$ cat src/rtl/win_split_pkg.sv
package win_split_pkg;
   typedef enum logic [1:0] {
      WIN_NONE = 2'b00,
      WIN_SHM  = 2'b01,
      WIN_LCL  = 2'b10,
      WIN_GLB  = 2'b11
   } win_e;

   localparam logic [1:0] KIND_GENERIC = 2'b00;

   typedef enum logic [1:0] {
      ST_IDLE  = 2'b00,
      ST_CLASS = 2'b01,
      ST_ISSUE = 2'b10
   } split_st_e;
endpackage

$ cat src/rtl/lane_classify.sv
module lane_classify
   import win_split_pkg::*;
#(
   parameter int AW              = 32,
   parameter bit LIMIT_INCLUSIVE = 1'b0
) (
   input  logic [AW-1:0] addr,
   input  logic [AW-1:0] shm_base,
   input  logic [AW-1:0] shm_limit,
   input  logic [AW-1:0] lcl_base,
   input  logic [AW-1:0] lcl_limit,
   output win_e          win
);
   logic hit_shm, hit_lcl;

   generate
      if (LIMIT_INCLUSIVE) begin : g_incl
         assign hit_shm = (addr >= shm_base) && (addr <= shm_limit);
         assign hit_lcl = (addr >= lcl_base) && (addr <= lcl_limit);
      end else begin : g_excl
         assign hit_shm = (addr >= shm_base) && (addr < shm_limit);
         assign hit_lcl = (addr >= lcl_base) && (addr < lcl_limit);
      end
   endgenerate

   always_comb begin
      if (hit_shm)      win = WIN_SHM;
      else if (hit_lcl) win = WIN_LCL;
      else              win = WIN_GLB;
   end
endmodule

$ cat src/rtl/window_masks.sv
module window_masks
   import win_split_pkg::*;
#(
   parameter int LANES           = 8,
   parameter int AW              = 32,
   parameter bit LIMIT_INCLUSIVE = 1'b0
) (
   input  logic [LANES*AW-1:0] addr,
   input  logic [LANES-1:0]    active,
   input  logic [AW-1:0]       shm_base,
   input  logic [AW-1:0]       shm_limit,
   input  logic [AW-1:0]       lcl_base,
   input  logic [AW-1:0]       lcl_limit,
   output logic [LANES-1:0]    m_shm,
   output logic [LANES-1:0]    m_lcl,
   output logic [LANES-1:0]    m_glb
);
   generate
      for (genvar i = 0; i < LANES; i++) begin : g_lane
         win_e lw;
         lane_classify #(.AW(AW), .LIMIT_INCLUSIVE(LIMIT_INCLUSIVE)) u_cls (
            .addr      (addr[i*AW +: AW]),
            .shm_base  (shm_base),
            .shm_limit (shm_limit),
            .lcl_base  (lcl_base),
            .lcl_limit (lcl_limit),
            .win       (lw)
         );
         assign m_shm[i] = active[i] && (lw == WIN_SHM);
         assign m_lcl[i] = active[i] && (lw == WIN_LCL);
         assign m_glb[i] = active[i] && (lw == WIN_GLB);
      end
   endgenerate
endmodule

$ cat src/rtl/pass_pick.sv
module pass_pick
   import win_split_pkg::*;
#(
   parameter int LANES = 8
) (
   input  logic [LANES-1:0] p_shm,
   input  logic [LANES-1:0] p_lcl,
   input  logic [LANES-1:0] p_glb,
   output win_e             win,
   output logic [LANES-1:0] mask,
   output logic             last
);
   always_comb begin
      win  = WIN_NONE;
      mask = '0;
      last = 1'b0;
      if (|p_shm) begin
         win  = WIN_SHM;
         mask = p_shm;
         last = ~|{p_lcl, p_glb};
      end else if (|p_lcl) begin
         win  = WIN_LCL;
         mask = p_lcl;
         last = ~|p_glb;
      end else if (|p_glb) begin
         win  = WIN_GLB;
         mask = p_glb;
         last = 1'b1;
      end
   end
endmodule

$ cat src/rtl/lane_window_splitter.sv
module lane_window_splitter
   import win_split_pkg::*;
#(
   parameter int LANES           = 8,
   parameter int AW              = 32,
   parameter bit LIMIT_INCLUSIVE = 1'b0
) (
   input  logic                clk,
   input  logic                rst_n,
   input  logic                in_valid,
   output logic                in_ready,
   input  logic [1:0]          in_kind,
   input  logic [LANES-1:0]    in_mask,
   input  logic [LANES*AW-1:0] in_addr,
   input  logic [AW-1:0]       shm_base,
   input  logic [AW-1:0]       shm_limit,
   input  logic [AW-1:0]       lcl_base,
   input  logic [AW-1:0]       lcl_limit,
   output logic                out_valid,
   input  logic                out_ready,
   output logic [1:0]          out_win,
   output logic [LANES-1:0]    out_mask,
   output logic                out_last
);
   localparam int ADDR_BITS = LANES * AW;

   generate
      if (LANES < 1) begin : g_bad_lanes
         $error("lane_window_splitter: LANES must be at least 1");
      end
      if (AW < 2) begin : g_bad_aw
         $error("lane_window_splitter: AW must be at least 2");
      end
   endgenerate

   split_st_e              st_q;
   logic [ADDR_BITS-1:0]   addr_q;
   logic [LANES-1:0]       act_q;
   logic [LANES-1:0]       pend_shm_q, pend_lcl_q, pend_glb_q;
   logic [LANES-1:0]       cls_shm, cls_lcl, cls_glb;
   win_e                   pick_win;
   logic [LANES-1:0]       pick_mask;
   logic                   pick_last;
   logic                   take_in, take_out;

   window_masks #(.LANES(LANES), .AW(AW), .LIMIT_INCLUSIVE(LIMIT_INCLUSIVE)) u_masks (
      .addr      (addr_q),
      .active    (act_q),
      .shm_base  (shm_base),
      .shm_limit (shm_limit),
      .lcl_base  (lcl_base),
      .lcl_limit (lcl_limit),
      .m_shm     (cls_shm),
      .m_lcl     (cls_lcl),
      .m_glb     (cls_glb)
   );

   pass_pick #(.LANES(LANES)) u_pick (
      .p_shm (pend_shm_q),
      .p_lcl (pend_lcl_q),
      .p_glb (pend_glb_q),
      .win   (pick_win),
      .mask  (pick_mask),
      .last  (pick_last)
   );

   assign in_ready  = (st_q == ST_IDLE);
   assign out_valid = (st_q == ST_ISSUE);
   assign out_win   = pick_win;
   assign out_mask  = pick_mask;
   assign out_last  = pick_last;
   assign take_in   = in_valid && in_ready;
   assign take_out  = out_valid && out_ready;

   always_ff @(posedge clk) begin
      if (!rst_n) begin
         st_q       <= ST_IDLE;
         addr_q     <= '0;
         act_q      <= '0;
         pend_shm_q <= '0;
         pend_lcl_q <= '0;
         pend_glb_q <= '0;
      end else begin
         case (st_q)
            ST_IDLE: begin
               if (take_in && (|in_mask)) begin
                  if (in_kind == KIND_GENERIC) begin
                     addr_q <= in_addr;
                     act_q  <= in_mask;
                     st_q   <= ST_CLASS;
                  end else begin
                     pend_shm_q <= (in_kind == WIN_SHM) ? in_mask : '0;
                     pend_lcl_q <= (in_kind == WIN_LCL) ? in_mask : '0;
                     pend_glb_q <= (in_kind == WIN_GLB) ? in_mask : '0;
                     st_q       <= ST_ISSUE;
                  end
               end
            end
            ST_CLASS: begin
               pend_shm_q <= cls_shm;
               pend_lcl_q <= cls_lcl;
               pend_glb_q <= cls_glb;
               st_q       <= ST_ISSUE;
            end
            ST_ISSUE: begin
               if (take_out) begin
                  case (pick_win)
                     WIN_SHM: pend_shm_q <= '0;
                     WIN_LCL: pend_lcl_q <= '0;
                     WIN_GLB: pend_glb_q <= '0;
                     default: ;
                  endcase
                  if (pick_last) st_q <= ST_IDLE;
               end
            end
            default: st_q <= ST_IDLE;
         endcase
      end
   end
endmodule

$ cat config.mk
export PLATFORM = sky130hd
export DESIGN_NAME = lane_window_splitter
export DESIGN_NICKNAME = d
export VERILOG_FILES = /design/src/rtl/win_split_pkg.sv /design/src/rtl/lane_classify.sv /design/src/rtl/window_masks.sv /design/src/rtl/pass_pick.sv /design/src/rtl/lane_window_splitter.sv
export SDC_FILE = /design/constraint.sdc
export NUM_CORES = 2
export LEC_CHECK = 0
export BUFFER_PORTS_ARGS = -buffer_cell sky130_fd_sc_hd__buf_2
export CAP_MARGIN = 25
export CORE_AREA = 2 2 363 185
export CTS_CLUSTER_DIAMETER = 150
export CTS_CLUSTER_SIZE = 16
export DETAILED_ROUTE_END_ITERATION = 16
export DIE_AREA = 0 0 365 187
export GPL_TIMING_DRIVEN = 0
export MAX_ROUTING_LAYER = met4
export PLACE_DENSITY = 0.77
export SETUP_SLACK_MARGIN = 0.5
export SLEW_MARGIN = 20
export SYNTH_ARGS = -nofsm -noshare
export SYNTH_HDL_FRONTEND = slang
export SYNTH_SLANG_ARGS = --single-unit
$ cat constraint.sdc
create_clock -name clk -period 4.2 [get_ports clk]
set_input_delay 0.84 -clock clk [delete_from_list [all_inputs] [get_ports clk]]
set_output_delay 0.84 -clock clk [all_outputs]
set_load 0.005 [all_outputs]
## Yosys cells after proc, flatten, opt, wreduce, memory -nomap -nowiden

Index checks and enable logic that the tools add are counted.

| operators by class | value |
|---|---|
| add/subtract/negate cells | 0 |
| multiply operators | 0 |
| div/mod/pow operators | 0 |
| $lt $le $gt $ge | 32 |
| equality and inequality tests | 39 |
| shifts and indexed selects | 0 |
| muxes and demuxes | 48 |
| bitwise logic cells | 0 |
| reductions and logical operators | 58 |

Operator list:

| operator | count |
|---|---|
| greater-or-equal comparator 32 bit | 16 |
| less-than comparator 32 bit | 16 |
| two-way mux 8 bit | 18 |
| one-hot mux 8 bit (3 select lines) | 3 |
| logical AND 1 bit | 43 |
| equality test 2 bit (second input constant) | 21 |
| OR reduction 8 bit | 4 |
| two-way mux 2 bit | 15 |
| equality test 2 x 1 -> 1 bit (second input constant) | 11 |
| OR reduction 16 bit | 1 |
| AND reduction 5 bit | 3 |
| != test 2 x 1 -> 1 bit (second input constant) | 6 |
| two-way mux 1 bit | 11 |
| one-hot mux 2 bit (3 select lines) | 1 |
| AND reduction 3 bit | 2 |
| logical NOT 2 bit | 2 |
| nonzero test 3 bit | 1 |
| logical NOT 1 bit | 2 |
| != test 2 bit (second input constant) | 1 |

| storage, ports and cells | value |
|---|---|
| register bits | 290 |
| bits in latches | 0 |
| memory bits (writable) | 0 |
| bits in read-only memories | 0 |
| output and inout bits | 13 |
| memories | 0 |

## Depth between registers and ports, before layout

| logic depth | value |
|---|---|
| depth in word-level cells | 8 |
| gate-level depth with buffers | 11 |
| gate-level depth less buffers | 10 |

## Cells and area by module

From an unflattened synthesis, not the netlist that was laid out.

| second synthesis, totals | value |
|---|---|
| cell total of the unflattened synthesis | 4809 |
| area, all modules | 36587.6 um^2 |

Modules (own cells, without submodules):

| module | times used | cells an instance | area each (um^2) |
|---|---|---|---|
| lane_classify | 8 | 433 | 3110.5 |
| lane_window_splitter | 1 | 1294 | 11280.8 |
| pass_pick | 1 | 27 | 222.7 |
| window_masks | 1 | 24 | 200.2 |

## Worst setup path after synthesis

OpenSTA, ideal clock, no wires.

| path | value |
|---|---|
| path type | in2reg |
| start | input shm_base[11] |
| end | register pend_lcl_q[7] |
| library setup time | 0.074 ns |
| data arrival time | 2.994 ns |
| path slack | 1.132 ns |
| stages | 10 |
| buffers on the path | 0 |
| path through | inv_1 -> ha_1 -> a21oi_1 -> o21ai_1 -> a2111oi_2 -> a2111oi_0 -> or3_1 -> a21oi_1 -> or4b_1 -> a31oi_1 |

| on the way | value |
|---|---|
| cells in the longest elaborated chain, start to end | 6 |

RTL lines:

| what | RTL line | RTL |
|---|---|---|
| from (decl) | lane_window_splitter.sv:15 | `input logic [AW-1:0] shm_base,` |
| greater-or-equal comparator 32 bit | lane_classify.sv:21 | `assign hit_shm = (addr >= shm_base) && (addr < shm_limit);` |
| logical AND 1 bit | lane_classify.sv:21 |  |
| two-way mux 2 bit | lane_classify.sv:27 | `if (hit_shm) win = WIN_SHM;` |
| equality test 2 bit | window_masks.sv:30 | `assign m_lcl[i] = active[i] && (lw == WIN_LCL);` |
| logical AND 1 bit | window_masks.sv:30 |  |
| one-hot mux 8 bit (3 select lines) | lane_window_splitter.sv:84 | `case (st_q)` |
| to (signal assigned) | lane_window_splitter.sv:93 | `pend_lcl_q <= (in_kind == WIN_LCL) ? in_mask : '0;` |
| to (signal assigned) | lane_window_splitter.sv:101 | `pend_lcl_q <= cls_lcl;` |
| to (decl) | lane_window_splitter.sv:39 | `logic [LANES-1:0] pend_shm_q, pend_lcl_q, pend_glb_q;` |

Every way passes these cells.
A chain may end at the register's enable or synchronous reset.

## Worst setup path after layout

| path | value |
|---|---|
| start | input lcl_limit[27] |
| end | register pend_glb_q[5] |

| on the way | value |
|---|---|
| cells in the longest elaborated chain, start to end | 7 |

RTL lines:

| what | RTL line | RTL |
|---|---|---|
| from (decl) | lane_window_splitter.sv:18 | `input logic [AW-1:0] lcl_limit,` |
| less-than comparator 32 bit | lane_classify.sv:22 | `assign hit_lcl = (addr >= lcl_base) && (addr < lcl_limit);` |
| logical AND 1 bit | lane_classify.sv:22 |  |
| two-way mux 1 bit | lane_classify.sv:28 | `else if (hit_lcl) win = WIN_LCL;` |
| two-way mux 2 bit | lane_classify.sv:27 |  |
| equality test 2 bit | window_masks.sv:31 | `assign m_glb[i] = active[i] && (lw == WIN_GLB);` |
| logical AND 1 bit | window_masks.sv:31 |  |
| one-hot mux 8 bit (3 select lines) | lane_window_splitter.sv:84 |  |
| to (signal assigned) | lane_window_splitter.sv:94 | `pend_glb_q <= (in_kind == WIN_GLB) ? in_mask : '0;` |
| to (signal assigned) | lane_window_splitter.sv:102 | `pend_glb_q <= cls_glb;` |
| to (decl) | lane_window_splitter.sv:39 |  |

Every way passes these cells.

==> metrics.cfg <==
[min_path]
min_to = addr_q[128]
min_path_cells = 3
holdCritPathClass = in -> reg
worstHoldStart = in_addr[128]

[final_layout]
areaGrowthSynthToFinish_pct = 11.8
multi_input_area_sq_um = 26200
finalNonFillerCells = 5347
fin_nets = 5857
layout-drive-gt1-share_pct = 10.8
seq_area_sq_um = 5810
fill_cells = 6240

[status]
outcome = complete, no violations

[yosys]
async_flop_share_pct = 0
synth_common_cells = ha_1, nand2_1, a21oi_1
post-synth-top-count-cell = ha_1
ys_top_cells_by_area = ha_1, dfxtp_1, nand2_1
synth.largest_area_cell = ha_1
synth_flop_cell = dfxtp_1
seq_area_frac_synth_pct = 17.6
synth_cells = 4008
syn_nets = 5420
synth_top_area_share_pct = 38.5
avgSynthCellArea_sq_um = 8.21
synth.distinct_cells = 76
synth_edf_count = 0
synth-seq-cells = 290
netlist_area_sq_um = 32900
yosysWarnings = 0

[drt]
drtIter0Drc = 5100
firstDrtPassIters = 7
via_per_inst = 6.46
ant_nets = 0
wirelength_mm = 140
vias = 34500
wl_per_cell_um = 26.1
drc = 0

[flow_run]
maxCapViolations = 0

[cts]
cts-root-buf = clkbuf_16
cts_buffer_depth = 3
cts_buffers = 22
cts_tree = built
clock_sinks = 290
clk-insertion-delay-late_ns = 0.62
hold_buffers = 0
h-tree-depth = 1
clk_pin_slew_ns = 0.10

[timing]
setup_viol = 0
rsz0062_at_grt = no
post-route-period-util_pct = 86.5
slew_violations = 0
min_period_ns = 3.63
worst_pin_slew_ns = 1.08
fin_skew_ns = 0.0302
fmax_ghz = 0.275
relSlewSlack_pct = 28.1
finalHoldViolations = 0

[worst_setup_path]
reg2reg_from = addr_q[96]
critPathLaunchType = input port
required_ns = 4.74
crit_type = in -> reg
r2r_cells = 10
crit_fanout = 8
worstPathArrival_ns = 4.18
reg2reg_slack_ns = 0.89
r2r_end = pend_lcl_q[3]
cp-end-kind = flip-flop

[power]
power.total_mw = 9.51
ir_drop_mv = 0.254
leakagePower_nw = 18.8
p_per_area_nw_per_um2 = 259

[place]
dpl.cell_count = 5316
port_buffers = 408
hpwl_mm = 118
gp_congestion = 1.09

[die]
core_area_sq_um = 65700
rows = 67
initial_utilization_pct = 50.1
die_height_um = 187
die_area_sq_um = 68300
io_pins = 411
fp.dieW_um = 365

[grt]
grt_pass1_wl_mm = 198
grt_pass1_vias = 30900
antenna_found_initial = 4
grt_use_total_pct = 40.5
overflow = 0
grt_max_degree = 17

-- repair_timing --
| item | CTS | global route |
|---|---|---|
| endpoints found under the setup margin | 3 | 1 |
| buffers inserted | 0 | 1 |
| pin swaps | 0 | 1 |
| hold endpoints to repair | 0 | 0 |
| gates resized for setup | 2 | 8 |
-- registers in the layout (all words and copies together) (netlist names) --
signal / count
addr_q: 256
act_q: 8
pend_glb_q: 8
pend_lcl_q: 8
pend_shm_q: 8
st_q: 2
-- cells by family after synthesis --
group / synth area share, %
AND/OR/NAND/NOR: 17.3
AO/OA/AOI/OAI: 23.7
adder cells (fa/ha/maj): 38.5
flip-flops: 17.6
buffers and inverters: 2.82
multiplexers: 0.0608
-- stage by stage --
stage                     instance area, sq um  utilization (%)  hold slack (ns)  setup slack, ns  TNS (ns)
after detailed placement                 36100             55.0            0.472           -0.156    -0.273
final                                    36800             56.0            0.467            0.566         0
after CTS                                36700             55.9            0.472            0.487         0
after global placement                   36100             54.9            0.466           -0.133    -0.269
after floorplan                          32900                -            0.444             1.13         0
after global routing                     36800             56.0            0.478            0.525         0
-- worst max-delay path: stages --
cell and delay, ns:
buf_2 0.09, inv_1 0.59, ha_1 0.30, nand4_1 0.17, nor3_1 0.38, nand3_1 0.15
a2111oi_0 0.78, or4_1 0.24, a31o_2 0.15, nor3b_1 0.25, o221a_2 0.22
-- worst max path at each step --
stage               depth (start not counted)     startpoint  slack [ns]             to
floorplan                                  10   shm_base[11]        1.13  pend_lcl_q[7]
finish                                     11  lcl_limit[27]        0.57  pend_glb_q[5]
global placement                           11   lcl_base[14]       -0.13  pend_lcl_q[3]
detailed placement                         11   lcl_base[14]       -0.16  pend_lcl_q[3]
CTS                                         8  pend_lcl_q[4]        0.49       out_last
global route                                8  pend_lcl_q[4]        0.52       out_last
-- layer usage --
metal,track usage (%),vias up,share of wire (%)
met5,-,-,0
met4,12.3,0,3.6
met3,14.5,290,17
met2,50.8,2401,36
met1,58.6,16000,43
li1,-,15800,-
-- final cells by class --
| class | instances | share of cell area (%) |
|---|---|---|
| buffer | 100 | 1.07 |
| clock inverter | 1 | 0.0442 |
| tap | 897 | 3.05 |
| clock buffer | 23 | 1.56 |
| inverter | 145 | 1.48 |
| multi-input combinational | 3473 | 71.2 |
| sequential | 290 | 15.8 |
| antenna | 5 | 0.0340 |
| timing repair buffer | 413 | 5.75 |
-- where the power goes --
part | switching (mW) | internal (mW) | total (mW)
combinational | 2.42 | 1.48 | 3.91
sequential | 0.446 | 3.01 | 3.46
clock | 1.17 | 0.977 | 2.15
-- layout by cell type, fill, tap and decap left out, types with 6 or more instances in the layout --
cell / count
nor4_1: 17
o31ai_1: 8
a2111oi_0: 19
a211o_1: 9
o21bai_1: 13
nor3_1: 55
o21a_1: 15
a221oi_1: 18
nor3b_1: 13
dfxtp_1: 290
or3_1: 10
clkbuf_1: 82
a31oi_1: 17
a21oi_1: 325
a41oi_1: 10
clkbuf_2: 7
a21boi_0: 272
nand4_1: 132
o2111ai_1: 12
o21ai_0: 203
buf_2: 411
nor2_1: 145
inv_1: 145
and4_1: 19
a21o_1: 137
nand2_1: 749
ha_1: 1013
o221ai_1: 6
nor2b_1: 24
a211oi_1: 55
nand3_1: 45
clkbuf_16: 23
buf_1: 6
o211ai_1: 19
nand2b_1: 23
Power figures use the tool's default switching activity.
